$ cat src/rtl/msc_pkg.sv
package msc_pkg;

    typedef enum logic [1:0] {
        ST_STANDBY = 2'd0,
        ST_RESET   = 2'd1,
        ST_STOP    = 2'd2,
        ST_RUN     = 2'd3
    } mstate_e;

    localparam logic [31:0] KEY_OPEN = 32'hA5A5_A501;
    localparam logic [31:0] KEY_SHUT = 32'hA5A5_A500;

    // One legal step from cur toward goal (only called when they differ)
    function automatic mstate_e step_toward(input mstate_e cur, input mstate_e goal);
        mstate_e nxt;
        unique case (goal)
            ST_RESET: nxt = (cur == ST_STOP)    ? ST_STANDBY : ST_RESET;
            ST_RUN:   nxt = (cur == ST_STANDBY) ? ST_RESET   : ST_RUN;
            default:  nxt = goal;
        endcase
        return nxt;
    endfunction

endpackage

$ cat src/rtl/msc_keylock.sv
module msc_keylock #(
    parameter logic [31:0] OPEN_KEY = 32'hA5A5_A501,
    parameter logic [31:0] SHUT_KEY = 32'hA5A5_A500
) (
    input  logic        clk,
    input  logic        rst_n,
    input  logic        hit_i,
    input  logic [31:0] wdata_i,
    output logic        open_o
);

    typedef struct packed {
        logic open;
    } kl_t;

    kl_t kl_d, kl_q;

    always_comb begin
        kl_d = kl_q;
        if (hit_i) begin
            if (wdata_i == OPEN_KEY) begin
                kl_d.open = 1'b1;
            end else if (wdata_i == SHUT_KEY) begin
                kl_d.open = 1'b0;
            end
        end
    end

    always_ff @(posedge clk) begin
        if (!rst_n) begin
            kl_q <= '0;
        end else begin
            kl_q <= kl_d;
        end
    end

    assign open_o = kl_q.open;

endmodule

$ cat src/rtl/msc_reqfile.sv
module msc_reqfile #(
    parameter  int N_MOD   = 32,
    localparam int N_WORDS = (N_MOD + 15) / 16
) (
    input  logic                 clk,
    input  logic                 rst_n,
    input  logic [N_WORDS-1:0]   wr_hit_i,
    input  logic [31:0]          wdata_i,
    input  logic                 unlocked_i,
    output logic [2*N_MOD-1:0]   req_o,
    output logic [N_MOD-1:0]     chg_o
);

    typedef struct packed {
        logic [2*N_MOD-1:0] fld;
    } rf_t;

    rf_t rf_d, rf_q;

    always_comb begin
        rf_d = rf_q;
        for (int m = 0; m < N_MOD; m++) begin
            if (unlocked_i && wr_hit_i[m / 16]) begin
                rf_d.fld[2*m +: 2] = wdata_i[2*(m % 16) +: 2];
            end
        end
        for (int m = 0; m < N_MOD; m++) begin
            chg_o[m] = (rf_d.fld[2*m +: 2] != rf_q.fld[2*m +: 2]);
        end
    end

    always_ff @(posedge clk) begin
        if (!rst_n) begin
            rf_q.fld <= {N_MOD{2'b01}};
        end else begin
            rf_q <= rf_d;
        end
    end

    assign req_o = rf_q.fld;

endmodule

$ cat src/rtl/msc_mod_seq.sv
module msc_mod_seq
    import msc_pkg::*;
#(
    parameter  int LATENCY = 4,
    localparam int CW      = $clog2(LATENCY + 1)
) (
    input  logic    clk,
    input  logic    rst_n,
    input  mstate_e goal_i,
    input  logic    restart_i,
    output mstate_e state_o,
    output logic    rst_o,
    output logic    clk_en_o
);

    typedef struct packed {
        mstate_e       st;
        logic [CW-1:0] cnt;
    } sq_t;

    sq_t sq_d, sq_q;

    always_comb begin
        sq_d = sq_q;
        if (sq_q.st != goal_i) begin
            if (sq_q.cnt == CW'(LATENCY - 1)) begin
                sq_d.st  = step_toward(sq_q.st, goal_i);
                sq_d.cnt = '0;
            end else begin
                sq_d.cnt = sq_q.cnt + 1'b1;
            end
        end else begin
            sq_d.cnt = '0;
        end
        // a new request restarts the latency window
        if (restart_i) begin
            sq_d.cnt = '0;
        end
    end

    always_ff @(posedge clk) begin
        if (!rst_n) begin
            sq_q.st  <= ST_RESET;
            sq_q.cnt <= '0;
        end else begin
            sq_q <= sq_d;
        end
    end

    assign state_o  = sq_q.st;
    assign rst_o    = (sq_q.st == ST_STANDBY) || (sq_q.st == ST_RESET);
    assign clk_en_o = (sq_q.st == ST_RUN);

endmodule

$ cat src/rtl/modstate_ctrl.sv
module modstate_ctrl
    import msc_pkg::*;
#(
    parameter int N_MOD     = 32,
    parameter int LATENCY   = 4,
    parameter int ADDR_W    = 12,
    parameter int REQ_BASE  = 'h900,
    parameter int STAT_BASE = 'h960,
    parameter int PROT_ADDR = 'hCF4
) (
    input  logic              clk,
    input  logic              rst_n,
    input  logic [ADDR_W-1:0] bus_addr,
    input  logic              bus_wen,
    input  logic [31:0]       bus_wdata,
    output logic [31:0]       bus_rdata,
    output logic [N_MOD-1:0]  mod_rst_o,
    output logic [N_MOD-1:0]  mod_clk_en_o
);

    localparam int N_WORDS = (N_MOD + 15) / 16;
    localparam int PADW    = N_WORDS * 32;

    logic [N_WORDS-1:0] req_hit;
    logic [N_WORDS-1:0] stat_hit;
    logic               prot_hit;
    logic               unlocked;
    logic [2*N_MOD-1:0] req_flat;
    logic [2*N_MOD-1:0] stat_flat;
    logic [N_MOD-1:0]   req_chg;
    logic [PADW-1:0]    req_pad;
    logic [PADW-1:0]    stat_pad;

    always_comb begin
        for (int w = 0; w < N_WORDS; w++) begin
            req_hit[w]  = (bus_addr == ADDR_W'(REQ_BASE + 4 * w));
            stat_hit[w] = (bus_addr == ADDR_W'(STAT_BASE + 4 * w));
        end
        prot_hit = (bus_addr == ADDR_W'(PROT_ADDR));
    end

    msc_keylock #(
        .OPEN_KEY (KEY_OPEN),
        .SHUT_KEY (KEY_SHUT)
    ) u_lock (
        .clk     (clk),
        .rst_n   (rst_n),
        .hit_i   (bus_wen && prot_hit),
        .wdata_i (bus_wdata),
        .open_o  (unlocked)
    );

    msc_reqfile #(
        .N_MOD (N_MOD)
    ) u_req (
        .clk        (clk),
        .rst_n      (rst_n),
        .wr_hit_i   ({N_WORDS{bus_wen}} & req_hit),
        .wdata_i    (bus_wdata),
        .unlocked_i (unlocked),
        .req_o      (req_flat),
        .chg_o      (req_chg)
    );

    for (genvar m = 0; m < N_MOD; m++) begin : g_mod
        mstate_e st;

        msc_mod_seq #(
            .LATENCY (LATENCY)
        ) u_seq (
            .clk       (clk),
            .rst_n     (rst_n),
            .goal_i    (mstate_e'(req_flat[2*m +: 2])),
            .restart_i (req_chg[m]),
            .state_o   (st),
            .rst_o     (mod_rst_o[m]),
            .clk_en_o  (mod_clk_en_o[m])
        );

        assign stat_flat[2*m +: 2] = st;
    end

    assign req_pad  = PADW'(req_flat);
    assign stat_pad = PADW'(stat_flat);

    always_comb begin
        bus_rdata = '0;
        for (int w = 0; w < N_WORDS; w++) begin
            if (req_hit[w]) begin
                bus_rdata = req_pad[w*32 +: 32];
            end
            if (stat_hit[w]) begin
                bus_rdata = stat_pad[w*32 +: 32];
            end
        end
        if (prot_hit) begin
            bus_rdata = {31'b0, unlocked};
        end
    end

endmodule

$ cat config.mk
export PLATFORM = sky130hd
export DESIGN_NAME = modstate_ctrl
export DESIGN_NICKNAME = d
export VERILOG_FILES = /design/src/rtl/msc_pkg.sv /design/src/rtl/msc_keylock.sv /design/src/rtl/msc_reqfile.sv /design/src/rtl/msc_mod_seq.sv /design/src/rtl/modstate_ctrl.sv
export SDC_FILE = /design/constraint.sdc
export NUM_CORES = 1
export LEC_CHECK = 0
export BUFFER_PORTS_ARGS = -buffer_cell sky130_fd_sc_hd__buf_4
export CAP_MARGIN = 20
export CORE_ASPECT_RATIO = 1.5
export CORE_MARGIN = 2
export CORE_UTILIZATION = 37
export CTS_CLUSTER_SIZE = 40
export DETAILED_ROUTE_END_ITERATION = 10
export PLACE_DENSITY_LB_ADDON = 0.05
export SKIP_LAST_GASP = 1
export SLEW_MARGIN = 40
export SYNTH_ARGS = -nofsm -noshare
export SYNTH_HDL_FRONTEND = slang
export SYNTH_SLANG_ARGS = --single-unit
$ cat constraint.sdc
create_clock -name clk -period 3.4 [get_ports clk]
set_input_delay 0.17 -clock clk [delete_from_list [all_inputs] [get_ports clk]]
set_output_delay 0.17 -clock clk [all_outputs]
set_load 0.005 [all_outputs]
## Word-level counts from Yosys, hierarchy flattened

Index checks and enable logic that the tools add are counted.

| storage, ports and cells | value |
|---|---|
| input bits | 47 |
| logic and storage cells | 663 |
| bits in writable memories | 0 |
| output and inout bits | 96 |
| memories kept | 0 |
| register bits after elaboration | 225 |
| ROM bits | 0 |
| latch bits | 0 |

| operators by class | value |
|---|---|
| div/mod/pow operators | 0 |
| bitwise operators | 34 |
| $lt $le $gt $ge | 0 |
| muxes and demuxes | 135 |
| equality and inequality tests | 263 |
| shift-type cells | 0 |
| add/subtract/negate cells | 32 |
| reduce and logical (&&, ||, !) cells | 133 |
| $mul | 0 |

Operators by type and width:

| operator | number |
|---|---|
| 2-bit equality test (second input constant) | 96 |
| 32-bit two-way mux | 5 |
| 2-bit by 1-bit equality test with 1-bit output (second input constant) | 64 |
| 2-bit two-way mux | 64 |
| 2-bit != test | 64 |
| 2-bit case mux with 2 select lines | 32 |
| 4-bit OR reduction | 32 |
| 3-bit by 1-bit adder with 3-bit output (second input constant) | 32 |
| 3-bit by 2-bit equality test with 1-bit output (second input constant) | 32 |
| 2-bit AND reduction | 33 |
| 32-bit equality test (second input constant) | 2 |
| 2-bit logical NOT | 32 |
| 12-bit equality test (second input constant) | 5 |
| 1-bit two-way mux | 34 |
| 1-bit inverter | 33 |
| 1-bit logical OR | 32 |
| 1-bit logical AND | 3 |
| 2-bit bitwise AND | 1 |
| 2-bit nonzero test | 1 |

## Longest topological paths before layout

Gate-level depths: netlist of run 1.

| depth | value |
|---|---|
| word-level depth | 6 |
| gate-level depth with buffers | 8 |
| mapped depth without buffers | 6 |

## By module

A second synthesis of run 1 with hierarchy kept.

| unflattened totals | value |
|---|---|
| cells, all modules | 1448 |
| area, all modules | 12887.4 um^2 |

By module, submodules not included:

| module | instances | seq. area each (um^2) | area each (um^2) | cells each |
|---|---|---|---|---|
| msc_mod_seq (g_mod[0].u_seq ...) | 28 | 100.1 | 250.2 | 27 |
| msc_reqfile | 1 | 1281.2 | 3345.7 | 356 |
| modstate_ctrl | 1 | 0.0 | 1401.3 | 208 |
| msc_mod_seq (g_mod[6].u_seq ...) | 4 | 100.1 | 242.7 | 28 |
| msc_keylock | 1 | 20.0 | 162.7 | 16 |

## Least setup slack after synthesis of run 1

OpenSTA, ideal clock, no wires.

| timing path | value |
|---|---|
| kind | input-to-output |
| start | in bus_addr[2] |
| end | out bus_rdata[27] |
| path slack | 1800 ps |
| stages | 7 |
| data required time | 3230 ps |
| path buffers | 2 |
| data arrival time | 1430 ps |
| cells stage by stage | buf_2 and4bb_1 nand4b_4 buf_2 or3_1 a21oi_1 a21oi_1 |

| on the way | value |
|---|---|
| cells in the longest elaborated chain, start to end | 6 |
| elaborated cells on any way between the ends | 10 |
| classes of those cells | eq/ne: 5; mux: 5 |

RTL lines:

| element | line | text |
|---|---|---|
| start, declared | modstate_ctrl.sv:13 | `input logic [ADDR_W-1:0] bus_addr,` |
| 12-bit equality test | modstate_ctrl.sv:36 | `req_hit[w] = (bus_addr == ADDR_W'(REQ_BASE + 4 * w));` |
| 32-bit two-way mux | modstate_ctrl.sv:89 | `if (req_hit[w]) begin` |
| 32-bit two-way mux | modstate_ctrl.sv:92 | `if (stat_hit[w]) begin` |
| 32-bit two-way mux | modstate_ctrl.sv:89 |  |
| 32-bit two-way mux | modstate_ctrl.sv:92 |  |
| 32-bit two-way mux * | modstate_ctrl.sv:96 | `if (prot_hit) begin` |
| end, declared | modstate_ctrl.sv:16 | `output logic [31:0] bus_rdata,` |

Every way passes the cells marked *; elsewhere a longest branch is shown, timed or not.

## Final worst setup path of run 1

| timing path | value |
|---|---|
| start | in bus_addr[7] |
| end | out bus_rdata[7] |

The elaborated chain is that of the path after synthesis.

==> impl_metrics.xml, run 1 <==
<?xml version="1.0" encoding="UTF-8"?>
<metrics>
  <group name="global_routing">
    <metric name="first_pass_grt_wire_length" unit="µm">55200</metric>
    <metric name="first_global_vias" unit="">10100</metric>
    <metric name="gr-total-overflow" unit="">0</metric>
    <metric name="globalRouteTotalUtil" unit="">0.199</metric>
    <metric name="grt_max_degree" unit="">59</metric>
    <metric name="grt_antenna_before_repair" unit="">0</metric>
  </group>
  <group name="critical_path">
    <metric name="cp_cell_sequence" unit="">buf_4 &gt; nand4bb_2 &gt; buf_4 &gt; o32ai_1 &gt; a21oi_1 &gt; a21oi_1 &gt; buf_4</metric>
    <metric name="required" unit="ns">3.23</metric>
    <metric name="worstSetupEndpointType" unit="">output pin</metric>
    <metric name="worst_path_largest_cell_delay" unit="ns">0.76</metric>
    <metric name="critical_path.max_fanout" unit="">26</metric>
    <metric name="critical_path.startpoint_type" unit="">input port</metric>
    <metric name="cp_common_cell" unit="">sky130_fd_sc_hd__buf_4</metric>
    <metric name="reg2reg_setup_slack" unit="ns">1.79</metric>
    <metric name="crit_slowest_cell" unit="">sky130_fd_sc_hd__nand4bb_2</metric>
    <metric name="category_of_the_most_critical_setup_path" unit="">in2out</metric>
    <metric name="cp_data_arrival_time" unit="ns">2.44</metric>
  </group>
  <group name="timing">
    <metric name="clock_skew" unit="ns">0.00925</metric>
    <metric name="setup_viol" unit="">0</metric>
    <metric name="post-route-period-util" unit="">0.768</metric>
    <metric name="achievable-frequency" unit="MHz">383</metric>
    <metric name="relSlewSlack" unit="">0.417</metric>
    <metric name="post-route-min-period" unit="ns">2.61</metric>
    <metric name="report.final.hold_viol_count" unit="">0</metric>
    <metric name="min_setup_slack_post_route" unit="ns">0.788</metric>
    <metric name="timing_worst_slew_pin_value" unit="ns">0.867</metric>
    <metric name="grt_setup_unrepaired" unit="">false</metric>
    <metric name="fin_tns_setup" unit="ns">0</metric>
    <metric name="final_max_tran_viols" unit="">0</metric>
  </group>
  <group name="final_layout">
    <metric name="finalNetCount" unit="">1756</metric>
    <metric name="areaGrowthSynthToFinish" unit="%">16.8</metric>
    <metric name="final-instance-count-excl-fill" unit="">2077</metric>
    <metric name="n_fill_cell" unit="">3329</metric>
    <metric name="final_core_util" unit="">0.439</metric>
    <metric name="n_antenna_cell" unit="">0</metric>
    <metric name="layout-drive-gt1-share" unit="">0.131</metric>
  </group>
  <group name="synthesis">
    <metric name="number_of_warnings_printed_during_yosys_synthesis" unit="">0</metric>
    <metric name="mean_instance_size_in_the_synthesized_netlist" unit="µm²">7.80</metric>
    <metric name="synth_top_family_by_area" unit="">simple AND/OR/NAND/NOR gates</metric>
    <metric name="yosys_register_bits" unit="">225</metric>
    <metric name="synth_compound_area_frac" unit="">0.187</metric>
    <metric name="post_synthesis_adder_cell_area_fraction" unit="">0.0653</metric>
    <metric name="post_synth_mux_area_share" unit="">0</metric>
    <metric name="syn-cell-area" unit="mm²">0.0123</metric>
    <metric name="synth-seq-area-share" unit="">0.367</metric>
    <metric name="synthesized_area_fraction_occupied_by_and_or_nand_nor_cells" unit="">0.201</metric>
    <metric name="synth.distinct_cells" unit="">38</metric>
    <metric name="syn-num-nets" unit="">1683</metric>
    <metric name="synthesis.instances" unit="">1572</metric>
    <metric name="synth_xor_xnor_area_share" unit="">0.0686</metric>
  </group>
  <group name="worst_hold_path">
    <metric name="hold_path_class" unit="">in2reg</metric>
  </group>
  <group name="cts">
    <metric name="clk_transition_reported_paths" unit="ns">0.06</metric>
    <metric name="cts_bufs_inserted" unit="">24</metric>
    <metric name="clock_tree.root_cell" unit="">sky130_fd_sc_hd__clkbuf_16</metric>
    <metric name="clock_latency" unit="ns">0.53</metric>
    <metric name="cts-root-to-sink-buffers" unit="">3</metric>
    <metric name="cts_resized" unit="">0</metric>
    <metric name="tritoncts" unit="">done</metric>
    <metric name="number_of_sinks_on_the_clock_net" unit="">225</metric>
    <metric name="htreeDepth" unit="">1</metric>
  </group>
  <group name="run">
    <metric name="max_cap_violations" unit="">0</metric>
  </group>
  <group name="placed_design">
    <metric name="port-buffer-count" unit="">142</metric>
    <metric name="place.detailed.hpwl" unit="µm">25200</metric>
    <metric name="detailedPlace.worstSlack" unit="ns">0.795</metric>
    <metric name="finalWeightedCongestion" unit="">0.853</metric>
    <metric name="place_inst" unit="">2002</metric>
  </group>
  <group name="status">
    <metric name="result_of_the_run" unit="">completed</metric>
  </group>
  <group name="floorplanning">
    <metric name="placeableCoreArea" unit="mm²">0.0326</metric>
    <metric name="fp.dieW" unit="µm">153</metric>
    <metric name="floorplan.initialDensity" unit="">0.376</metric>
    <metric name="num_rows" unit="">81</metric>
    <metric name="die_h" unit="µm">227</metric>
    <metric name="die_area" unit="mm²">0.0346</metric>
    <metric name="ioPinCount" unit="">143</metric>
  </group>
  <group name="drt">
    <metric name="drt_first_iter_violations" unit="">434</metric>
    <metric name="detail_route.vias_per_cell" unit="">5.04</metric>
    <metric name="postRouteWirelength" unit="µm">35400</metric>
    <metric name="detail-route-antenna-nets" unit="">0</metric>
    <metric name="wl_per_cell" unit="µm">17.1</metric>
    <metric name="vias" unit="">10500</metric>
    <metric name="remaining_drc_errors" unit="">0</metric>
    <metric name="detail_route.first_pass.iterations" unit="">5</metric>
  </group>
  <group name="power_and_ir_drop">
    <metric name="irDropWorstVdd" unit="µV">248</metric>
    <metric name="p_leak" unit="µW">0.00595</metric>
    <metric name="pwr_density_cell" unit="mW/mm²">397</metric>
    <metric name="power" unit="µW">5690</metric>
  </group>
</metrics>
## final timing paths
path	cells after the start	end	from
min	2	u_req.req_o[62]	rst_n
min reg2reg	1	g_mod[10].u_seq.sq_q[0]	g_mod[10].u_seq.sq_q[0]
max	7	bus_rdata[7]	bus_addr[7]
max reg2reg	5	g_mod[21].u_seq.sq_q[2]	u_lock.open_o
## cell type report
| type | instances | area (µm²) | share of cell area |
|---|---|---|---|
| clock buffers | 33 | 666 | 0.0465 |
| well taps | 415 | 519 | 0.0363 |
| clock inverters | 10 | 155 | 0.0108 |
| inverters | 145 | 544 | 0.0380 |
| repair buffers | 189 | 1520 | 0.106 |
| multi-input cells | 1060 | 6410 | 0.447 |
| flip-flops and latches | 225 | 4500 | 0.315 |
## cells by family (layout without fill, tap and decap cells)
group / Yosys count / in the layout
and+or+nand+nor: 531 / 531
AOI/OAI and AO/OA: 369 / 369
buffers and inverters: 287 / 377
DFF: 225 / 225
xor gates and xnor gates: 96 / 96
adders and majority gates: 64 / 64
## synth_stat cells
library cell                  n  area (µm²)
sky130_fd_sc_hd__o21ai_1     23         115
sky130_fd_sc_hd__nor3_1       1        5.00
sky130_fd_sc_hd__inv_1      145         544
sky130_fd_sc_hd__buf_1        5        18.8
sky130_fd_sc_hd__nand4b_4     1        23.8
sky130_fd_sc_hd__nor4bb_1     3        30.0
sky130_fd_sc_hd__nor4b_1      2        17.5
sky130_fd_sc_hd__xor2_1      96         841
sky130_fd_sc_hd__nand3_1     20         100
sky130_fd_sc_hd__o32ai_1     17         149
sky130_fd_sc_hd__o211a_1     16         160
sky130_fd_sc_hd__ha_1        64         801
sky130_fd_sc_hd__clkbuf_1    54         203
sky130_fd_sc_hd__nor4_1       3        18.8
sky130_fd_sc_hd__buf_4       65         488
sky130_fd_sc_hd__and2_1      33         206
sky130_fd_sc_hd__dfxtp_1    225        4500
sky130_fd_sc_hd__a21oi_1    139         696
sky130_fd_sc_hd__nand3b_1     1        7.51
sky130_fd_sc_hd__o2111ai_2   16         240
sky130_fd_sc_hd__nand2_1    132         495
sky130_fd_sc_hd__or3_1       13        81.3
sky130_fd_sc_hd__buf_2       15        75.1
sky130_fd_sc_hd__nor2_2       1        6.26
sky130_fd_sc_hd__and4b_1      2        20.0
sky130_fd_sc_hd__a21boi_1    15         113
sky130_fd_sc_hd__o31ai_1     18         135
sky130_fd_sc_hd__nand2b_1    64         400
sky130_fd_sc_hd__and4bb_1     1        12.5
sky130_fd_sc_hd__nand4bb_1    1        11.3
sky130_fd_sc_hd__and4bb_2     2        25.0
sky130_fd_sc_hd__o21ai_0     93         465
sky130_fd_sc_hd__buf_6        3        33.8
sky130_fd_sc_hd__nor2_1     229         860
sky130_fd_sc_hd__or2_1        3        18.8
sky130_fd_sc_hd__o22ai_1     15        93.8
sky130_fd_sc_hd__a21boi_0    17         128
sky130_fd_sc_hd__nand4_1     19         119
## cell usage in the layout (no fill, tap or decap), types with 17 or more instances in the layout
cell type / n
sky130_fd_sc_hd__inv_1: 145
sky130_fd_sc_hd__nand2b_1: 64
sky130_fd_sc_hd__buf_4: 155
sky130_fd_sc_hd__ha_1: 64
sky130_fd_sc_hd__nand4_1: 19
sky130_fd_sc_hd__dlygate4sd3_1: 32
sky130_fd_sc_hd__nor2_1: 227
sky130_fd_sc_hd__o21ai_0: 93
sky130_fd_sc_hd__a21boi_0: 17
sky130_fd_sc_hd__nand2_1: 132
sky130_fd_sc_hd__xor2_1: 96
sky130_fd_sc_hd__nand3_1: 20
sky130_fd_sc_hd__dfxtp_1: 225
sky130_fd_sc_hd__and2_1: 33
sky130_fd_sc_hd__a21oi_1: 139
sky130_fd_sc_hd__o32ai_1: 17
sky130_fd_sc_hd__o31ai_1: 18
sky130_fd_sc_hd__clkbuf_16: 25
sky130_fd_sc_hd__o21ai_1: 23
## power breakdown
part | leakage [µW] | total [µW] | switching, µW | internal (µW)
sequential | 0.00181 | 2640 | 0.00000000000223 | 2640
clock | 0.000396 | 2780 | 1110 | 1670
combinational | 0.00374 | 268 | 159 | 110
## repair_timing
item | in CTS | in global routing
endpoints found under the setup margin | 0 | 0
hold endpoints to repair | 60 | 0
hold buffers | 32 | 0
buffers inserted | 0 | 0
## per-stage QoR
stage	hold slack (ns)	instance area, µm²
floorplan	0.294	12300
global placement	0.407	13200
detailed placement	0.414	13200
CTS	0.0760	14300
global route	0.115	14300
finish	0.0916	14300
## sequential cells by signal (all words and copies together) (netlist names)
name	flops
g_mod.u_seq.sq_q	96
g_mod.u_seq.state_o	64
u_req.req_o	64
u_lock.open_o	1
## critical path: cells and delay by family
| kind | cells | cell delay [ns] |
|---|---|---|
| compound gates | 3 | 0.75 |
| buf+inv | 3 | 0.74 |
| simple gates | 1 | 0.76 |
## metal layers
layer  track usage  wire length [µm]  vias to the layer above  part of all wire
met3        0.0268              1600                       51             0.045
met2         0.329             16100                      239              0.46
met4        0.0651               986                        0             0.028
li1              -                 -                     5281                 -
met5             0                 0                        -                 0
met1         0.271             16700                     4887              0.47
Power figures use the tool's default switching activity.
==> run 2, diff against run 1 <==
- ABC_AREA: not set -> 1
- clock period: 3.4 -> 2.1 ns (I/O delays scaled with it)
==> impl_metrics.xml, run 2 <==
<?xml version="1.0" encoding="UTF-8"?>
<metrics>
  <group name="critical_path">
    <metric name="required" unit="ns">2.00</metric>
    <metric name="critical_path.reg2reg.endpoint" unit="">g_mod[12].u_seq.sq_q[2]</metric>
    <metric name="r2r_cells" unit="">6</metric>
    <metric name="category_of_the_most_critical_setup_path" unit="">reg2out</metric>
    <metric name="cp_cell_sequence" unit="">inv_1 &gt; nor3_1 &gt; nor2_1 &gt; o21ai_0 &gt; buf_4</metric>
    <metric name="reg2reg_setup_slack" unit="ns">0.20</metric>
    <metric name="cp_delay_by_family_top" unit="">flip-flops</metric>
    <metric name="crit_slowest_cell" unit="">sky130_fd_sc_hd__dfxtp_1</metric>
    <metric name="number_of_buffer_and_inverter_instances_along_the_worst_setup_path" unit="">2</metric>
    <metric name="critical_path.max_fanout" unit="">6</metric>
    <metric name="worst_path_largest_cell_delay" unit="ns">0.42</metric>
    <metric name="cp_data_arrival_time" unit="ns">1.82</metric>
    <metric name="worstSetupEndpointType" unit="">output pin</metric>
    <metric name="worstReg2RegStart" unit="">u_lock.open_o</metric>
    <metric name="critical_path.startpoint_type" unit="">flip-flop</metric>
  </group>
  <group name="drt">
    <metric name="detail_route.first_pass.iterations" unit="">6</metric>
    <metric name="vias" unit="">13000</metric>
    <metric name="detail_route.vias_per_cell" unit="">5.18</metric>
    <metric name="detail-route-antenna-nets" unit="">0</metric>
    <metric name="postRouteWirelength" unit="µm">39600</metric>
    <metric name="drt_first_iter_violations" unit="">662</metric>
    <metric name="remaining_drc_errors" unit="">0</metric>
    <metric name="wl_per_cell" unit="µm">15.8</metric>
  </group>
  <group name="synthesis">
    <metric name="synthesis.instances" unit="">1928</metric>
    <metric name="synth_top_cells_by_count" unit="">sky130_fd_sc_hd__nand2_1, sky130_fd_sc_hd__inv_1, sky130_fd_sc_hd__dfxtp_1, sky130_fd_sc_hd__o21ai_0, sky130_fd_sc_hd__nor3_1</metric>
    <metric name="yosys_register_bits" unit="">225</metric>
    <metric name="number_of_warnings_printed_during_yosys_synthesis" unit="">0</metric>
    <metric name="synth_flop_cell" unit="">sky130_fd_sc_hd__dfxtp_1</metric>
    <metric name="synth-async-reset-ratio" unit="">0</metric>
    <metric name="share_of_yosys_cell_area_claimed_by_the_top_area_cell_type" unit="">0.344</metric>
    <metric name="syn-cell-area" unit="mm²">0.0131</metric>
    <metric name="synth-seq-area-share" unit="">0.344</metric>
    <metric name="library_cell_with_the_highest_instance_count_after_synthesis" unit="">sky130_fd_sc_hd__nand2_1</metric>
    <metric name="synth_enable_flop_cells" unit="">0</metric>
    <metric name="post_synth_main_area_contributors" unit="">sky130_fd_sc_hd__dfxtp_1, sky130_fd_sc_hd__nand2_1, sky130_fd_sc_hd__inv_1</metric>
    <metric name="mean_instance_size_in_the_synthesized_netlist" unit="µm²">6.80</metric>
    <metric name="synth_largest_area_cell" unit="">sky130_fd_sc_hd__dfxtp_1</metric>
    <metric name="synth.distinct_cells" unit="">29</metric>
    <metric name="syn-num-nets" unit="">2039</metric>
  </group>
  <group name="timing">
    <metric name="timing_worst_slew_pin_value" unit="ns">0.543</metric>
    <metric name="clock_skew" unit="ns">0.0222</metric>
    <metric name="setup_viol" unit="">0</metric>
    <metric name="report.final.hold_viol_count" unit="">0</metric>
    <metric name="post-route-min-period" unit="ns">1.93</metric>
    <metric name="achievable-frequency" unit="MHz">519</metric>
    <metric name="post-route-period-util" unit="">0.918</metric>
    <metric name="relSlewSlack" unit="">0.635</metric>
    <metric name="grt_setup_unrepaired" unit="">false</metric>
    <metric name="final_max_tran_viols" unit="">0</metric>
    <metric name="fin_tns_setup" unit="ns">0</metric>
  </group>
  <group name="final_layout">
    <metric name="n_antenna_cell" unit="">0</metric>
    <metric name="largest_reg_flops" unit="">96</metric>
    <metric name="largest_register" unit="">g_mod.u_seq.sq_q</metric>
    <metric name="mostFrequentLayoutCell" unit="">sky130_fd_sc_hd__nand2_1</metric>
    <metric name="ff_latch_area" unit="mm²">0.00450</metric>
    <metric name="n_fill_cell" unit="">3717</metric>
    <metric name="most-common-layout-cells" unit="">sky130_fd_sc_hd__nand2_1, sky130_fd_sc_hd__inv_1, sky130_fd_sc_hd__dfxtp_1</metric>
    <metric name="layout-drive-gt1-share" unit="">0.117</metric>
    <metric name="multi_input_comb_area" unit="mm²">0.00658</metric>
    <metric name="final_core_util" unit="">0.450</metric>
    <metric name="finalNetCount" unit="">2131</metric>
    <metric name="areaGrowthSynthToFinish" unit="%">20.2</metric>
  </group>
  <group name="global_routing">
    <metric name="first_pass_grt_wire_length" unit="µm">63800</metric>
    <metric name="globalRouteTotalUtil" unit="">0.215</metric>
    <metric name="gr-total-overflow" unit="">0</metric>
    <metric name="grt_max_degree" unit="">98</metric>
    <metric name="first_global_vias" unit="">12600</metric>
    <metric name="grt_antenna_before_repair" unit="">0</metric>
  </group>
  <group name="cts">
    <metric name="number_of_sinks_on_the_clock_net" unit="">225</metric>
    <metric name="cts_bufs_inserted" unit="">26</metric>
    <metric name="clk_transition_reported_paths" unit="ns">0.06</metric>
    <metric name="htreeDepth" unit="">1</metric>
    <metric name="cts-root-to-sink-buffers" unit="">3</metric>
    <metric name="clock_tree.root_cell" unit="">sky130_fd_sc_hd__clkbuf_16</metric>
    <metric name="clock_latency" unit="ns">0.55</metric>
    <metric name="tritoncts" unit="">done</metric>
  </group>
  <group name="worst_hold_path">
    <metric name="hold_path_cells" unit="">8</metric>
    <metric name="hold_path_class" unit="">in2reg</metric>
    <metric name="hold_path_startpoint" unit="">bus_wen</metric>
    <metric name="hold-path-endpoint" unit="">u_lock.open_o</metric>
  </group>
  <group name="run">
    <metric name="max_cap_violations" unit="">0</metric>
  </group>
  <group name="floorplanning">
    <metric name="fp.dieW" unit="µm">158</metric>
    <metric name="die_area" unit="mm²">0.0370</metric>
    <metric name="die_h" unit="µm">235</metric>
    <metric name="num_rows" unit="">84</metric>
    <metric name="ioPinCount" unit="">143</metric>
    <metric name="floorplan.initialDensity" unit="">0.375</metric>
    <metric name="placeableCoreArea" unit="mm²">0.0350</metric>
  </group>
  <group name="power_and_ir_drop">
    <metric name="pwr_density_cell" unit="mW/mm²">655</metric>
    <metric name="p_leak" unit="µW">0.00738</metric>
    <metric name="irDropWorstVdd" unit="µV">561</metric>
  </group>
  <group name="status">
    <metric name="result_of_the_run" unit="">completed</metric>
  </group>
  <group name="placed_design">
    <metric name="finalWeightedCongestion" unit="">0.842</metric>
    <metric name="port-buffer-count" unit="">142</metric>
    <metric name="place.detailed.hpwl" unit="µm">28100</metric>
  </group>
</metrics>
[run 2: cell types whose count changed in the layout (fill, tap and decap cells not counted), sizes merged, moves of 114 or more]
cell   delta
nor3    +146
nand4   +115
inv     +171
a21oi   -114
nor2    -124
nand2   +254
[run 2: metal layers]
metal  wire (µm)  vias up  share of wire  track usage
li1            -     6568              -            -
met1       16300     6034           0.41        0.247
met2       20300      333           0.51        0.403
met3        1700       82          0.043       0.0261
met4        1290        0          0.033       0.0770
met5           0        -              0            0
[run 2: cells by family (layout without fill, tap and decap cells)]
group / Yosys count / in the layout / synth area share
flip-flops: 225 / 225 / 0.344
AO/OA/AOI/OAI: 319 / 319 / 0.141
AND/OR/NAND/NOR: 863 / 863 / 0.299
buffers and inverters: 457 / 569 / 0.155
adder cells (fa/ha/maj): 64 / 64 / 0.0611
[run 2: area by class of cell]
class	count	share of cell area
flip-flops and latches	225	0.286
repair buffers	204	0.114
well taps	473	0.0376
multi-input cells	1246	0.418
clock buffers	33	0.0481
inverters	317	0.0757
clock inverters	15	0.0212
[run 2: where the power goes]
group / internal, µW / switching (µW) / leakage [µW]
combinational: 133 / 201 / 0.00503
sequential: 4270 / 0.00000000000686 / 0.00181
clock: 3780 / 1950 / 0.000529
[run 2: how the worst max path moves through the flow]
stage / from / to / slack [ns] / depth (start not counted)
after floorplan: u_lock.open_o / g_mod[1].u_seq.sq_q[0] / 0.66 / 7
after global placement: bus_addr[10] / bus_rdata[14] / 0.1 / 12
after detailed placement: bus_addr[10] / bus_rdata[14] / 0.08 / 12
after CTS: bus_addr[10] / bus_rdata[14] / 0.08 / 12
after global routing: u_lock.open_o / g_mod[12].u_seq.sq_q[2] / 0.04 / 6
final: u_req.req_o[1] / bus_rdata[1] / 0.17 / 5
[run 2: worst min-delay path: cells and delay by family]
family	cells	cell delay, ns
buffers and inverters	1	0.14
and+or+nand+nor	7	0.45
[run 2: what timing repair did]
item	CTS	global route
resized for setup	0	1
setup endpoints to repair	0	5
endpoints found under the hold margin	152	0
hold buffers	34	0
buffers inserted	0	0
[run 2: through the flow]
step / instances / power, µW / hold slack, ns / setup slack, ns / cell area (µm²)
floorplan: 1928 / 4470 / 0.324 / 0.663 / 13100
global placement: 2431 / 4650 / 0.416 / 0.0975 / 14300
detailed placement: 2431 / 4650 / 0.424 / 0.0808 / 14300
CTS: 2513 / 10500 / 0.141 / 0.0780 / 15800
global route: 2513 / 10600 / 0.194 / 0.0434 / 15800
finish: 2513 / 10300 / 0.168 / 0.173 / 15800
==> run 3, diff against run 2 <==
- CELL_PAD_IN_SITES_DETAIL_PLACEMENT: not set -> 1
- CELL_PAD_IN_SITES_GLOBAL_PLACEMENT: not set -> 2
- CORE_ASPECT_RATIO: 1.5 -> not set
- CORE_UTILIZATION: 37 -> 30
- SLEW_MARGIN: 40 -> not set
==> impl_metrics.xml, run 3 (synthesized netlist as in run 2, its figures left out) <==
<?xml version="1.0" encoding="UTF-8"?>
<metrics>
  <group name="status">
    <metric name="result_of_the_run" unit="">completed</metric>
  </group>
  <group name="placed_design">
    <metric name="port-buffer-count" unit="">142</metric>
    <metric name="finalWeightedCongestion" unit="">0.785</metric>
    <metric name="place.detailed.hpwl" unit="µm">31600</metric>
    <metric name="place_inst" unit="">2544</metric>
  </group>
  <group name="final_layout">
    <metric name="mostFrequentLayoutCell" unit="">sky130_fd_sc_hd__nand2_1</metric>
    <metric name="final-instance-count-excl-fill" unit="">2639</metric>
    <metric name="n_fill_cell" unit="">5451</metric>
    <metric name="largest_register" unit="">g_mod.u_seq.sq_q</metric>
    <metric name="largest_reg_flops" unit="">96</metric>
    <metric name="most-common-layout-cells" unit="">sky130_fd_sc_hd__nand2_1, sky130_fd_sc_hd__inv_1, sky130_fd_sc_hd__dfxtp_1</metric>
    <metric name="multi_input_comb_area" unit="mm²">0.00658</metric>
    <metric name="ff_latch_area" unit="mm²">0.00450</metric>
    <metric name="finalNetCount" unit="">2141</metric>
    <metric name="n_antenna_cell" unit="">0</metric>
    <metric name="layout-drive-gt1-share" unit="">0.119</metric>
    <metric name="areaGrowthSynthToFinish" unit="%">20.7</metric>
  </group>
  <group name="critical_path">
    <metric name="critical_path.max_fanout" unit="">35</metric>
    <metric name="category_of_the_most_critical_setup_path" unit="">in2out</metric>
    <metric name="worstReg2RegStart" unit="">u_lock.open_o</metric>
    <metric name="required" unit="ns">2.00</metric>
    <metric name="critical_path.reg2reg.endpoint" unit="">g_mod[31].u_seq.sq_q[0]</metric>
    <metric name="cp_data_arrival_time" unit="ns">1.82</metric>
    <metric name="worstSetupEndpointType" unit="">output pin</metric>
    <metric name="reg2reg_setup_slack" unit="ns">0.20</metric>
    <metric name="critical_path.startpoint_type" unit="">input port</metric>
    <metric name="r2r_cells" unit="">7</metric>
  </group>
  <group name="floorplanning">
    <metric name="floorplan.initialDensity" unit="">0.304</metric>
    <metric name="die_area" unit="mm²">0.0454</metric>
    <metric name="placeableCoreArea" unit="mm²">0.0431</metric>
    <metric name="fp.dieW" unit="µm">213</metric>
    <metric name="die_h" unit="µm">213</metric>
    <metric name="num_rows" unit="">76</metric>
    <metric name="ioPinCount" unit="">143</metric>
  </group>
  <group name="cts">
    <metric name="clock_tree.root_cell" unit="">sky130_fd_sc_hd__clkbuf_16</metric>
    <metric name="htreeDepth" unit="">1</metric>
    <metric name="clock_latency" unit="ns">0.57</metric>
    <metric name="cts_bufs_inserted" unit="">31</metric>
    <metric name="clk_transition_reported_paths" unit="ns">0.06</metric>
    <metric name="tritoncts" unit="">done</metric>
    <metric name="cts-root-to-sink-buffers" unit="">3</metric>
    <metric name="number_of_sinks_on_the_clock_net" unit="">225</metric>
  </group>
  <group name="global_routing">
    <metric name="grt_antenna_before_repair" unit="">0</metric>
    <metric name="gr-total-overflow" unit="">0</metric>
    <metric name="grt_max_degree" unit="">98</metric>
    <metric name="first_global_vias" unit="">13400</metric>
    <metric name="first_pass_grt_wire_length" unit="µm">73100</metric>
    <metric name="globalRouteTotalUtil" unit="">0.201</metric>
  </group>
  <group name="drt">
    <metric name="vias" unit="">13200</metric>
    <metric name="drt_first_iter_violations" unit="">624</metric>
    <metric name="detail-route-antenna-nets" unit="">0</metric>
    <metric name="wl_per_cell" unit="µm">17.4</metric>
    <metric name="remaining_drc_errors" unit="">0</metric>
    <metric name="detail_route.first_pass.iterations" unit="">4</metric>
    <metric name="detail_route.vias_per_cell" unit="">5.00</metric>
    <metric name="postRouteWirelength" unit="µm">45800</metric>
  </group>
  <group name="timing">
    <metric name="setup_viol" unit="">0</metric>
    <metric name="report.final.hold_viol_count" unit="">0</metric>
    <metric name="relSlewSlack" unit="">0.624</metric>
    <metric name="post-route-min-period" unit="ns">1.93</metric>
    <metric name="post-route-period-util" unit="">0.919</metric>
    <metric name="timing_worst_slew_pin_value" unit="ns">0.563</metric>
    <metric name="whs" unit="ns">0.0513</metric>
    <metric name="final_max_tran_viols" unit="">0</metric>
    <metric name="fin_tns_setup" unit="ns">0</metric>
    <metric name="clock_skew" unit="ns">0.00780</metric>
    <metric name="achievable-frequency" unit="MHz">518</metric>
    <metric name="grt_setup_unrepaired" unit="">false</metric>
  </group>
  <group name="worst_hold_path">
    <metric name="hold_path_class" unit="">in2reg</metric>
    <metric name="hold_path_startpoint" unit="">rst_n</metric>
    <metric name="hold-path-endpoint" unit="">u_req.req_o[9]</metric>
    <metric name="hold_path_cells" unit="">4</metric>
  </group>
  <group name="power_and_ir_drop">
    <metric name="p_leak" unit="µW">0.00736</metric>
    <metric name="irDropWorstVdd" unit="µV">560</metric>
    <metric name="pwr_density_cell" unit="mW/mm²">618</metric>
  </group>
  <group name="run">
    <metric name="max_cap_violations" unit="">0</metric>
  </group>
</metrics>
[run 3: changes by cell type in the layout (fill, tap and decap cells not counted), moves of 3 or more]
cell	before	now
sky130_fd_sc_hd__clkinv_2	2	9
sky130_fd_sc_hd__buf_4	156	161
sky130_fd_sc_hd__buf_12	14	11
sky130_fd_sc_hd__nand2_2	0	3
sky130_fd_sc_hd__bufinv_16	10	1
sky130_fd_sc_hd__clkbuf_1	0	8
sky130_fd_sc_hd__clkbuf_16	27	32
[run 3: critical path, stage by stage]
cell                      delay (ns)
sky130_fd_sc_hd__buf_4          0.11
sky130_fd_sc_hd__inv_1          0.04
sky130_fd_sc_hd__nand2_1        0.05
sky130_fd_sc_hd__nor2_1         0.16
sky130_fd_sc_hd__nand2_1        0.16
sky130_fd_sc_hd__nor2_4         0.21
sky130_fd_sc_hd__buf_12         0.26
sky130_fd_sc_hd__nand3_1        0.10
sky130_fd_sc_hd__nand3_1        0.08
sky130_fd_sc_hd__nand2_1        0.05
sky130_fd_sc_hd__a21oi_1        0.30
sky130_fd_sc_hd__buf_4          0.19
[run 3: power by group]
group             switching, µW  internal, µW  total, µW
clock network              2060          3100       5160
registers      0.00000000000774          4270       4270
logic                       209           133        342
[run 3: per-stage QoR]
step | utilization | power [µW] | cell area [µm²] | setup slack (ns)
floorplan | - | 4470 | 13100 | 0.663
global placement | 0.335 | 4660 | 14400 | 0.145
detailed placement | 0.335 | 4660 | 14400 | 0.111
CTS | 0.366 | 9970 | 15800 | 0.0804
global route | 0.367 | 10200 | 15800 | 0.0215
finish | 0.367 | 9770 | 15800 | 0.171
[run 3: worst max-delay path by stage]
stage	cells past startpoint	start	end
after global routing	12	bus_addr[10]	bus_rdata[29]
final	12	bus_addr[10]	bus_rdata[29]
after CTS	7	u_lock.open_o	g_mod[29].u_seq.sq_q[2]
after global placement	12	bus_addr[0]	bus_rdata[10]
after detailed placement	12	bus_addr[0]	bus_rdata[10]
after floorplan	7	u_lock.open_o	g_mod[1].u_seq.sq_q[0]
[run 3: area by class of cell]
class	count	share of cell area
Inverter	317	0.0757
Tap cell	585	0.0463
Sequential cell	225	0.285
Clock buffer	47	0.0579
Multi-Input combinational cell	1246	0.416
Clock inverter	10	0.00474
Timing Repair Buffer	209	0.115
[run 3: routing by layer]
| layer | GRT usage | up-vias | share of wire |
|---|---|---|---|
| met4 | 0.0424 | 0 | 0.019 |
| met3 | 0.0243 | 49 | 0.027 |
| met1 | 0.269 | 6383 | 0.49 |
| met5 | 0 | - | 0 |
| li1 | - | 6591 | - |
| met2 | 0.345 | 164 | 0.47 |
[run 3: timing repair]
action,CTS,global route
endpoints found under the setup margin,0,25
buffers inserted,0,1
resized for setup,0,6
hold endpoints to repair,161,0
hold buffers,36,0
